===== config.mk =====
export PLATFORM = sky130hd
export DESIGN_NAME = rtcc_top
export DESIGN_NICKNAME = d
export VERILOG_FILES = /design/src/rtl/rtcc_pkg.sv /design/src/rtl/rtcc_prescaler.sv /design/src/rtl/rtcc_calendar.sv /design/src/rtl/rtcc_top.sv
export SDC_FILE = /design/constraint.sdc
export NUM_CORES = 1
export LEC_CHECK = 0
export BUFFER_PORTS_ARGS = -buffer_cell sky130_fd_sc_hd__buf_2
export CAP_MARGIN = 20
export CORE_MARGIN = 2
export CORE_UTILIZATION = 60
export DETAILED_ROUTE_END_ITERATION = 7
export PLACE_DENSITY = 0.8
export SETUP_SLACK_MARGIN = 0.1
export SLEW_MARGIN = 20
export SYNTH_ARGS = -nofsm -noshare
export SYNTH_HDL_FRONTEND = slang
export SYNTH_HIERARCHICAL = 1
export SYNTH_SLANG_ARGS = --single-unit
export TNS_END_PERCENT = 30

===== constraint.sdc =====
create_clock -name clk -period 4.9 [get_ports clk]
set_clock_uncertainty 0.2 [all_clocks]
set_input_delay 0.49 -clock clk [delete_from_list [all_inputs] [get_ports clk]]
set_output_delay 0.49 -clock clk [all_outputs]
set_load 0.005 [all_outputs]

===== src/rtl/rtcc_pkg.sv =====
package rtcc_pkg;

    localparam int unsigned ADDR_W = 4;
    localparam int unsigned DATA_W = 16;

    localparam logic [ADDR_W-1:0] A_SUBSEC = 4'd0;
    localparam logic [ADDR_W-1:0] A_SEC    = 4'd1;
    localparam logic [ADDR_W-1:0] A_MIN    = 4'd2;
    localparam logic [ADDR_W-1:0] A_HOUR   = 4'd3;
    localparam logic [ADDR_W-1:0] A_WDAY   = 4'd4;
    localparam logic [ADDR_W-1:0] A_MDAY   = 4'd5;
    localparam logic [ADDR_W-1:0] A_MON    = 4'd6;
    localparam logic [ADDR_W-1:0] A_YEAR   = 4'd7;
    localparam logic [ADDR_W-1:0] A_CTRLA  = 4'd8;
    localparam logic [ADDR_W-1:0] A_CTRLB  = 4'd9;

    // control A bit positions
    localparam int unsigned CA_FLAG  = 7;
    localparam int unsigned CA_IE    = 4;
    // control B bit positions
    localparam int unsigned CB_EN    = 3;
    localparam int unsigned CB_ADJ   = 2;
    localparam int unsigned CB_PRST  = 1;
    localparam int unsigned CB_RUN   = 0;

    typedef struct packed {
        logic [15:0] year;
        logic [7:0]  mon;
        logic [7:0]  mday;
        logic [7:0]  wday;
        logic [7:0]  hour;
        logic [7:0]  min;
        logic [7:0]  sec;
    } cal_t;

    typedef struct packed {
        logic flag;
        logic cie;
        logic en;
        logic run;
    } ctl_t;

    localparam cal_t CAL_RESET = '{year: 16'h2000, mon: 8'h01, mday: 8'h01,
                                   wday: 8'h00, hour: 8'h00, min: 8'h00,
                                   sec: 8'h00};

    // add one to a two-digit packed BCD byte (caller handles the upper wrap)
    function automatic logic [7:0] bcd_inc(input logic [7:0] v);
        if (v[3:0] == 4'd9)
            return {v[7:4] + 4'd1, 4'd0};
        return {v[7:4], v[3:0] + 4'd1};
    endfunction

    // value of a BCD byte modulo 4 is (2*tens + ones) mod 4
    function automatic logic bcd_div4(input logic [7:0] v);
        logic [4:0] s;
        s = 5'(v[3:0]) + (v[4] ? 5'd2 : 5'd0);
        return s[1:0] == 2'd0;
    endfunction

    function automatic logic leap_year(input logic [15:0] y);
        return bcd_div4(y[7:0]) && ((y[7:0] != 8'h00) || bcd_div4(y[15:8]));
    endfunction

    // last day of a month, in BCD
    function automatic logic [7:0] last_day(input logic [7:0] mon, input logic leap);
        case (mon)
            8'h02:                      return leap ? 8'h29 : 8'h28;
            8'h04, 8'h06, 8'h09, 8'h11: return 8'h30;
            default:                    return 8'h31;
        endcase
    endfunction

endpackage


===== src/rtl/rtcc_prescaler.sv =====
module rtcc_prescaler #(
    parameter int unsigned DIV      = 256,
    parameter int unsigned SUBSEC_W = 7
) (
    input  logic                clk,
    input  logic                rst_n,
    input  logic                run,
    input  logic                clr,
    output logic [SUBSEC_W-1:0] subsec,
    output logic                sec_tick
);

    localparam int unsigned DIV_W = (DIV > 1) ? $clog2(DIV) : 1;

    logic div_wrap;
    logic [SUBSEC_W-1:0] sub_d, sub_q;

    generate
        if (DIV == 1) begin : g_nodiv
            assign div_wrap = run;
        end else begin : g_div
            logic [DIV_W-1:0] div_d, div_q;

            always_comb begin
                div_d = div_q;
                if (clr)
                    div_d = '0;
                else if (run)
                    div_d = (div_q == DIV_W'(DIV - 1)) ? '0 : div_q + 1'b1;
            end

            always_ff @(posedge clk or negedge rst_n) begin
                if (!rst_n) div_q <= '0;
                else        div_q <= div_d;
            end

            assign div_wrap = run && (div_q == DIV_W'(DIV - 1));
        end
    endgenerate

    always_comb begin
        sub_d = sub_q;
        if (clr)
            sub_d = '0;
        else if (div_wrap)
            sub_d = sub_q + 1'b1;
    end

    always_ff @(posedge clk or negedge rst_n) begin
        if (!rst_n) sub_q <= '0;
        else        sub_q <= sub_d;
    end

    assign subsec   = sub_q;
    assign sec_tick = div_wrap && !clr && (&sub_q);

endmodule


===== src/rtl/rtcc_calendar.sv =====
module rtcc_calendar
    import rtcc_pkg::*;
(
    input  logic              clk,
    input  logic              rst_n,
    input  logic              tick,
    input  logic              adjust,
    input  logic              wr_en,
    input  logic [ADDR_W-1:0] wr_sel,
    input  logic [DATA_W-1:0] wr_data,
    output cal_t              cal
);

    cal_t cal_d, cal_q;
    logic min_inc, hr_inc, day_inc, mon_inc, yr_inc;

    always_comb begin
        cal_d   = cal_q;
        min_inc = 1'b0;
        hr_inc  = 1'b0;
        day_inc = 1'b0;
        mon_inc = 1'b0;
        yr_inc  = 1'b0;

        if (wr_en) begin
            case (wr_sel)
                A_SEC:   cal_d.sec  = wr_data[7:0];
                A_MIN:   cal_d.min  = wr_data[7:0];
                A_HOUR:  cal_d.hour = wr_data[7:0];
                A_WDAY:  cal_d.wday = wr_data[7:0];
                A_MDAY:  cal_d.mday = wr_data[7:0];
                A_MON:   cal_d.mon  = wr_data[7:0];
                A_YEAR:  cal_d.year = wr_data;
                default: ;
            endcase
        end else begin
            if (adjust) begin
                cal_d.sec = 8'h00;
                min_inc   = (cal_q.sec >= 8'h30);
            end else if (tick) begin
                if (cal_q.sec == 8'h59) begin
                    cal_d.sec = 8'h00;
                    min_inc   = 1'b1;
                end else begin
                    cal_d.sec = bcd_inc(cal_q.sec);
                end
            end

            if (min_inc) begin
                if (cal_q.min == 8'h59) begin
                    cal_d.min = 8'h00;
                    hr_inc    = 1'b1;
                end else begin
                    cal_d.min = bcd_inc(cal_q.min);
                end
            end

            if (hr_inc) begin
                if (cal_q.hour == 8'h23) begin
                    cal_d.hour = 8'h00;
                    day_inc    = 1'b1;
                end else begin
                    cal_d.hour = bcd_inc(cal_q.hour);
                end
            end

            if (day_inc) begin
                cal_d.wday = (cal_q.wday >= 8'h06) ? 8'h00 : cal_q.wday + 8'h01;
                if (cal_q.mday == last_day(cal_q.mon, leap_year(cal_q.year))) begin
                    cal_d.mday = 8'h01;
                    mon_inc    = 1'b1;
                end else begin
                    cal_d.mday = bcd_inc(cal_q.mday);
                end
            end

            if (mon_inc) begin
                if (cal_q.mon == 8'h12) begin
                    cal_d.mon = 8'h01;
                    yr_inc    = 1'b1;
                end else begin
                    cal_d.mon = bcd_inc(cal_q.mon);
                end
            end

            if (yr_inc) begin
                if (cal_q.year[7:0] == 8'h99) begin
                    cal_d.year[7:0]  = 8'h00;
                    cal_d.year[15:8] = (cal_q.year[15:8] == 8'h99) ? 8'h00
                                                                   : bcd_inc(cal_q.year[15:8]);
                end else begin
                    cal_d.year[7:0] = bcd_inc(cal_q.year[7:0]);
                end
            end
        end
    end

    always_ff @(posedge clk or negedge rst_n) begin
        if (!rst_n) cal_q <= CAL_RESET;
        else        cal_q <= cal_d;
    end

    assign cal = cal_q;

endmodule


===== src/rtl/rtcc_top.sv =====
module rtcc_top
    import rtcc_pkg::*;
#(
    parameter int unsigned PRESCALE_DIV = 256,
    parameter int unsigned SUBSEC_W     = 7
) (
    input  logic        clk,
    input  logic        rst_n,
    input  logic        bus_wr,
    input  logic [3:0]  bus_addr,
    input  logic [15:0] bus_wdata,
    output logic [15:0] bus_rdata,
    output logic        carry_irq
);

    ctl_t ctl_d, ctl_q;
    cal_t cal;
    logic [SUBSEC_W-1:0] subsec;
    logic sec_tick, run, presc_clr, adj_req, time_wr, wr_a, wr_b;

    assign run = ctl_q.run && ctl_q.en;

    always_comb begin
        wr_a      = bus_wr && (bus_addr == A_CTRLA);
        wr_b      = bus_wr && (bus_addr == A_CTRLB);
        presc_clr = wr_b && bus_wdata[CB_PRST];
        adj_req   = wr_b && bus_wdata[CB_ADJ];
        time_wr   = bus_wr && !ctl_q.run && (bus_addr >= A_SEC) && (bus_addr <= A_YEAR);

        ctl_d = ctl_q;
        if (wr_a) begin
            ctl_d.cie = bus_wdata[CA_IE];
            if (!bus_wdata[CA_FLAG])
                ctl_d.flag = 1'b0;
        end
        if (wr_b) begin
            ctl_d.en  = bus_wdata[CB_EN];
            ctl_d.run = bus_wdata[CB_RUN];
        end
        if (sec_tick || adj_req)
            ctl_d.flag = 1'b1;
    end

    always_ff @(posedge clk or negedge rst_n) begin
        if (!rst_n) ctl_q <= '0;
        else        ctl_q <= ctl_d;
    end

    rtcc_prescaler #(
        .DIV      (PRESCALE_DIV),
        .SUBSEC_W (SUBSEC_W)
    ) presc_i (
        .clk      (clk),
        .rst_n    (rst_n),
        .run      (run),
        .clr      (presc_clr),
        .subsec   (subsec),
        .sec_tick (sec_tick)
    );

    rtcc_calendar cal_i (
        .clk     (clk),
        .rst_n   (rst_n),
        .tick    (sec_tick),
        .adjust  (adj_req),
        .wr_en   (time_wr),
        .wr_sel  (bus_addr),
        .wr_data (bus_wdata),
        .cal     (cal)
    );

    always_comb begin
        case (bus_addr)
            A_SUBSEC: bus_rdata = DATA_W'(subsec);
            A_SEC:    bus_rdata = {8'h00, cal.sec};
            A_MIN:    bus_rdata = {8'h00, cal.min};
            A_HOUR:   bus_rdata = {8'h00, cal.hour};
            A_WDAY:   bus_rdata = {8'h00, cal.wday};
            A_MDAY:   bus_rdata = {8'h00, cal.mday};
            A_MON:    bus_rdata = {8'h00, cal.mon};
            A_YEAR:   bus_rdata = cal.year;
            A_CTRLA:  bus_rdata = {8'h00, ctl_q.flag, 2'b00, ctl_q.cie, 4'b0000};
            A_CTRLB:  bus_rdata = {12'h000, ctl_q.en, 2'b00, ctl_q.run};
            default:  bus_rdata = '0;
        endcase
    end

    assign carry_irq = ctl_q.flag && ctl_q.cie;

endmodule


==> flow_summary.rst <==
.. list-table::
   :header-rows: 1

   * - Metric
     - Value
   * - Max-slew violation count
     - 0
   * - Core area
     - 10200 um2
   * - Number of global-route vias before repair
     - 5655
   * - Synth cell types
     - 73
   * - Router iterations before antenna repair
     - 5
   * - Critical Setup Path Class
     - register to register
   * - VDD IR max
     - 0.205 mV
   * - WL per Instance
     - 20.8 um
   * - Worst path required time
     - 4.95 ns
   * - Crit path top cell by count
     - sky130_fd_sc_hd__or4_4
   * - Die width
     - between 100 and 150 um
   * - Via Count
     - 6053
   * - Area of placed instances
     - about 6500 um2
   * - Violations in the final reports
     - hold timing
   * - Pin slew with the least headroom to its limit
     - 0.784 ns
   * - Area enclosed by the die boundary
     - between 10000 and 15000 um2
   * - Fraction of the mapped netlist area in adder cells
     - 0.0625
   * - Critical Path Source
     - ctl_q[0]
   * - Number of CTS-inserted buffers
     - 9
   * - Multiplexer share of the synthesized area
     - 0.0778
   * - Result of the run
     - complete, but fails checks
   * - Remaining global-route overflow
     - 0
   * - Setup repair after global routing missed its margin
     - false
   * - Nets in the synthesized netlist
     - 783
   * - Post-layout net count
     - 814
   * - Largest family of logic cells by synthesized area
     - simple AND/OR/NAND/NOR gates
   * - Rows
     - 37
   * - DRC violations left
     - 0
   * - Average instance area after synthesis
     - between 8 and 9 um2
   * - Global-route wire length before repair
     - 30000 um
   * - Simple-gate share of the synthesized area
     - 0.250
   * - CTS Sinks
     - 83
   * - Max stage delay on crit path
     - between 0.5 and 0.6 ns
   * - Final clock period utilization by the worst path
     - 0.899
   * - Maximum number of pins on one net before global-route repair
     - 84
   * - Final setup slack of the worst path
     - 0.493 ns
   * - Final-layout worst hold slack
     - -0.0642 ns
   * - Gate family responsible for the most delay along the worst path
     - simple AND/OR/NAND/NOR gates
   * - Chain of cells forming the critical path
     - and2_1 -> and3_1 -> nand4_1 -> nor3_1 -> inv_2 -> o41a_1 -> or4_4 -> or4_4 -> a211oi_4 -> a21oi_2 -> mux2_1
   * - Leakage Power
     - 2.87 nW
   * - Number of buffers and inverters on the critical path
     - 1
   * - Setup Fix Bufs, Post-CTS
     - 0
   * - Post-DP HPWL
     - 13600 um
   * - Count of buffers inserted at the top-level ports
     - 39
   * - Sequential area share after synthesis
     - 0.335
   * - Insertion delay of the later-clocked pin in the worst-skew pair
     - 0.37 ns
   * - Total of endpoints with negative setup slack in the final report
     - 0
   * - GR Util All Layers
     - 0.344
   * - Count of fill cells added during filler insertion
     - 849
   * - End-of-flow core utilization
     - 0.661
   * - CP Launch Type
     - register
   * - Number of gates on the worst path with buffers counted
     - 11
   * - Number of I/O pins
     - 40
   * - Diodes inserted
     - 0
   * - Antenna Violating Nets Remaining
     - 0
   * - Dpl ws
     - about 0.4 ns
   * - Fraction of layout instances using a drive strength above 1
     - 0.137
   * - Setup crit end kind
     - register
   * - Summed instance area of the synthesized netlist
     - 6210 um2
   * - Type of the worst min-delay path
     - primary input to asynchronous set/reset pin
   * - Count of cells resized by post-cts repair
     - 0
   * - Initial antenna violation count
     - 0
   * - Tightest slew margin relative to the limit
     - 0.472
   * - Clock tree from TritonCTS
     - built
   * - Flip-flop cell with the highest count after synthesis
     - sky130_fd_sc_hd__dfrtp_1
   * - Initial core utilization
     - 0.609
   * - Fin. Hold Viols
     - 34
   * - WL final
     - 18700 um
   * - Layout overhead on the synthesized area
     - 8.47%
   * - Power per standard cell area
     - 336 nW/um2
   * - Share of synthesized flip-flops with an asynchronous set or reset
     - 1.00
   * - Gpl congestion
     - 1.02
   * - Number of cells traversed by the worst register-to-register path
     - 11
   * - Drt via density
     - between 6 and 7
   * - Root buffer cell
     - sky130_fd_sc_hd__clkbuf_8
   * - First DRT Iteration DRCs
     - ~740
   * - Die outline height
     - 106 um
   * - Final sum of negative setup slack
     - 0 ns
   * - Number of enable-type register cells in the synthesized netlist
     - 0
   * - Number of buffers between clock root and the deepest sink
     - 2
   * - Clock slew at reported path FFs
     - 0.09 ns
   * - Critical R2R Capture
     - cal_i/cal[44]
   * - Launch instance of the worst register-to-register path
     - ctl_q[0]
   * - Worst-path maximum fanout
     - 10
   * - Xor/xnor share of the synthesized area
     - 0.00706
   * - Data arrival at the endpoint of the critical path
     - 4.46 ns
   * - Most common library cell in the layout ignoring fill and taps
     - sky130_fd_sc_hd__dfrtp_1
   * - Number of storage elements in the synthesis netlist
     - 83
   * - Compound-cell area share of the yosys netlist
     - 0.223
   * - CTS hold repair buffers
     - 0
   * - Top library cells by usage in the layout, fill and taps aside
     - sky130_fd_sc_hd__dfrtp_1 (80), sky130_fd_sc_hd__o21ai_0 (63), sky130_fd_sc_hd__nand2_1 (61), sky130_fd_sc_hd__nor2_1 (54), sky130_fd_sc_hd__buf_2 (38)
   * - Number of H-tree branching levels
     - 3
   * - Total number of yosys warnings
     - 6
   * - Maximum clock rate
     - 0.227 GHz
   * - Min Tclk post-route
     - 4.41 ns
   * - Max-cap viol count
     - 0
   * - Register-to-Register Setup Slack
     - 0.49 ns
   * - Gate count of the mapped netlist
     - 729
   * - Library cell contributing the largest single delay on the critical path
     - sky130_fd_sc_hd__or4_4
   * - Final Cell Area
     - 6730 um2
logic make-up after synthesis:
| kind of cell | count (synthesis) |
|---|---|
| adder cells (fa/ha/maj) | 31 |
| flip-flops | 83 |
| XOR/XNOR | 5 |
| AND/OR/NAND/NOR | 290 |
| buffers and inverters | 64 |
| AO/OA/AOI/OAI | 211 |
| multiplexers | 45 |
flip-flops by register name, summed over array words and instances (netlist names):
signal	flops
presc_i/subsec	7
ctl_q	4
presc_i/g_div.div_q	8
cal_i/cal	64
power by group:
group	switching, mW	internal [mW]
Clock	0.260	0.312
Sequential	0.236	0.825
Combinational	0.358	0.272
area by class of cell:
cell class                      instances  area [um2]  area share
Clock buffer                           11         151      0.0225
Clock inverter                          5        75.1      0.0112
Inverter                               36         135      0.0201
Multi-Input combinational cell        582        3850       0.572
Sequential cell                        83        2080       0.309
Tap cell                              136         170      0.0253
Timing Repair Buffer                   48         269      0.0400
stage by stage:
| stage | total power, mW | std cells |
|---|---|---|
| 3_5_place_dp | 1.68 | 885 |
| 6_report | 2.26 | 901 |
| 5_1_grt | 2.40 | 901 |
| 2_1_floorplan | 1.45 | 729 |
| 3_3_place_gp | 1.63 | 885 |
| 4_1_cts | 2.25 | 901 |
layer usage:
layer  vias up  part of all wire  global-route usage
met3        43              0.10              0.0705
li1       2757                 -                   -
met5         -                 0                   0
met1      2951              0.43               0.500
met4         0             0.029               0.140
met2       302              0.44               0.500
how the worst max path moves through the flow:
stage	to	slack, ns
6_report	cal_i/cal[44]	0.49
5_1_grt	cal_i/cal[44]	0.30
4_1_cts	cal_i/cal[44]	0.57
3_5_place_dp	cal_i/cal[44]	0.39
3_3_place_gp	cal_i/cal[44]	0.50
2_1_floorplan	cal_i/cal[44]	0.68
cell usage after synthesis, types with 5 or more instances:
cell type / instances / share of area
sky130_fd_sc_hd__dfrtp_1: 80 / 0.32
sky130_fd_sc_hd__o21ai_0: 64 / 0.052
sky130_fd_sc_hd__nand2_1: 61 / 0.037
sky130_fd_sc_hd__nor2_1: 54 / 0.033
sky130_fd_sc_hd__a21oi_1: 35 / 0.028
sky130_fd_sc_hd__inv_1: 35 / 0.021
sky130_fd_sc_hd__nand3_1: 34 / 0.027
sky130_fd_sc_hd__ha_1: 31 / 0.062
sky130_fd_sc_hd__nor3_1: 27 / 0.022
sky130_fd_sc_hd__mux2i_1: 22 / 0.035
sky130_fd_sc_hd__a31oi_1: 19 / 0.019
sky130_fd_sc_hd__and2_1: 19 / 0.019
sky130_fd_sc_hd__mux2_2: 18 / 0.033
sky130_fd_sc_hd__nand2b_1: 14 / 0.014
sky130_fd_sc_hd__clkbuf_1: 13 / 0.0079
sky130_fd_sc_hd__o211ai_1: 12 / 0.015
sky130_fd_sc_hd__or3_1: 12 / 0.012
sky130_fd_sc_hd__nor2b_1: 11 / 0.011
sky130_fd_sc_hd__and3_1: 9 / 0.0091
sky130_fd_sc_hd__o31a_1: 8 / 0.011
sky130_fd_sc_hd__o31ai_1: 8 / 0.0097
sky130_fd_sc_hd__a22oi_1: 7 / 0.0085
sky130_fd_sc_hd__nand3b_1: 7 / 0.0085
sky130_fd_sc_hd__nand4_1: 7 / 0.0071
sky130_fd_sc_hd__o221ai_1: 7 / 0.0099
sky130_fd_sc_hd__o22ai_1: 7 / 0.0071
sky130_fd_sc_hd__buf_2: 6 / 0.0048
sky130_fd_sc_hd__o2bb2ai_1: 6 / 0.0085
sky130_fd_sc_hd__a22o_1: 5 / 0.0071
sky130_fd_sc_hd__nor3b_1: 5 / 0.0060
sky130_fd_sc_hd__nor4b_1: 5 / 0.0071
Note: power is estimated with default switching activity, not from simulation.
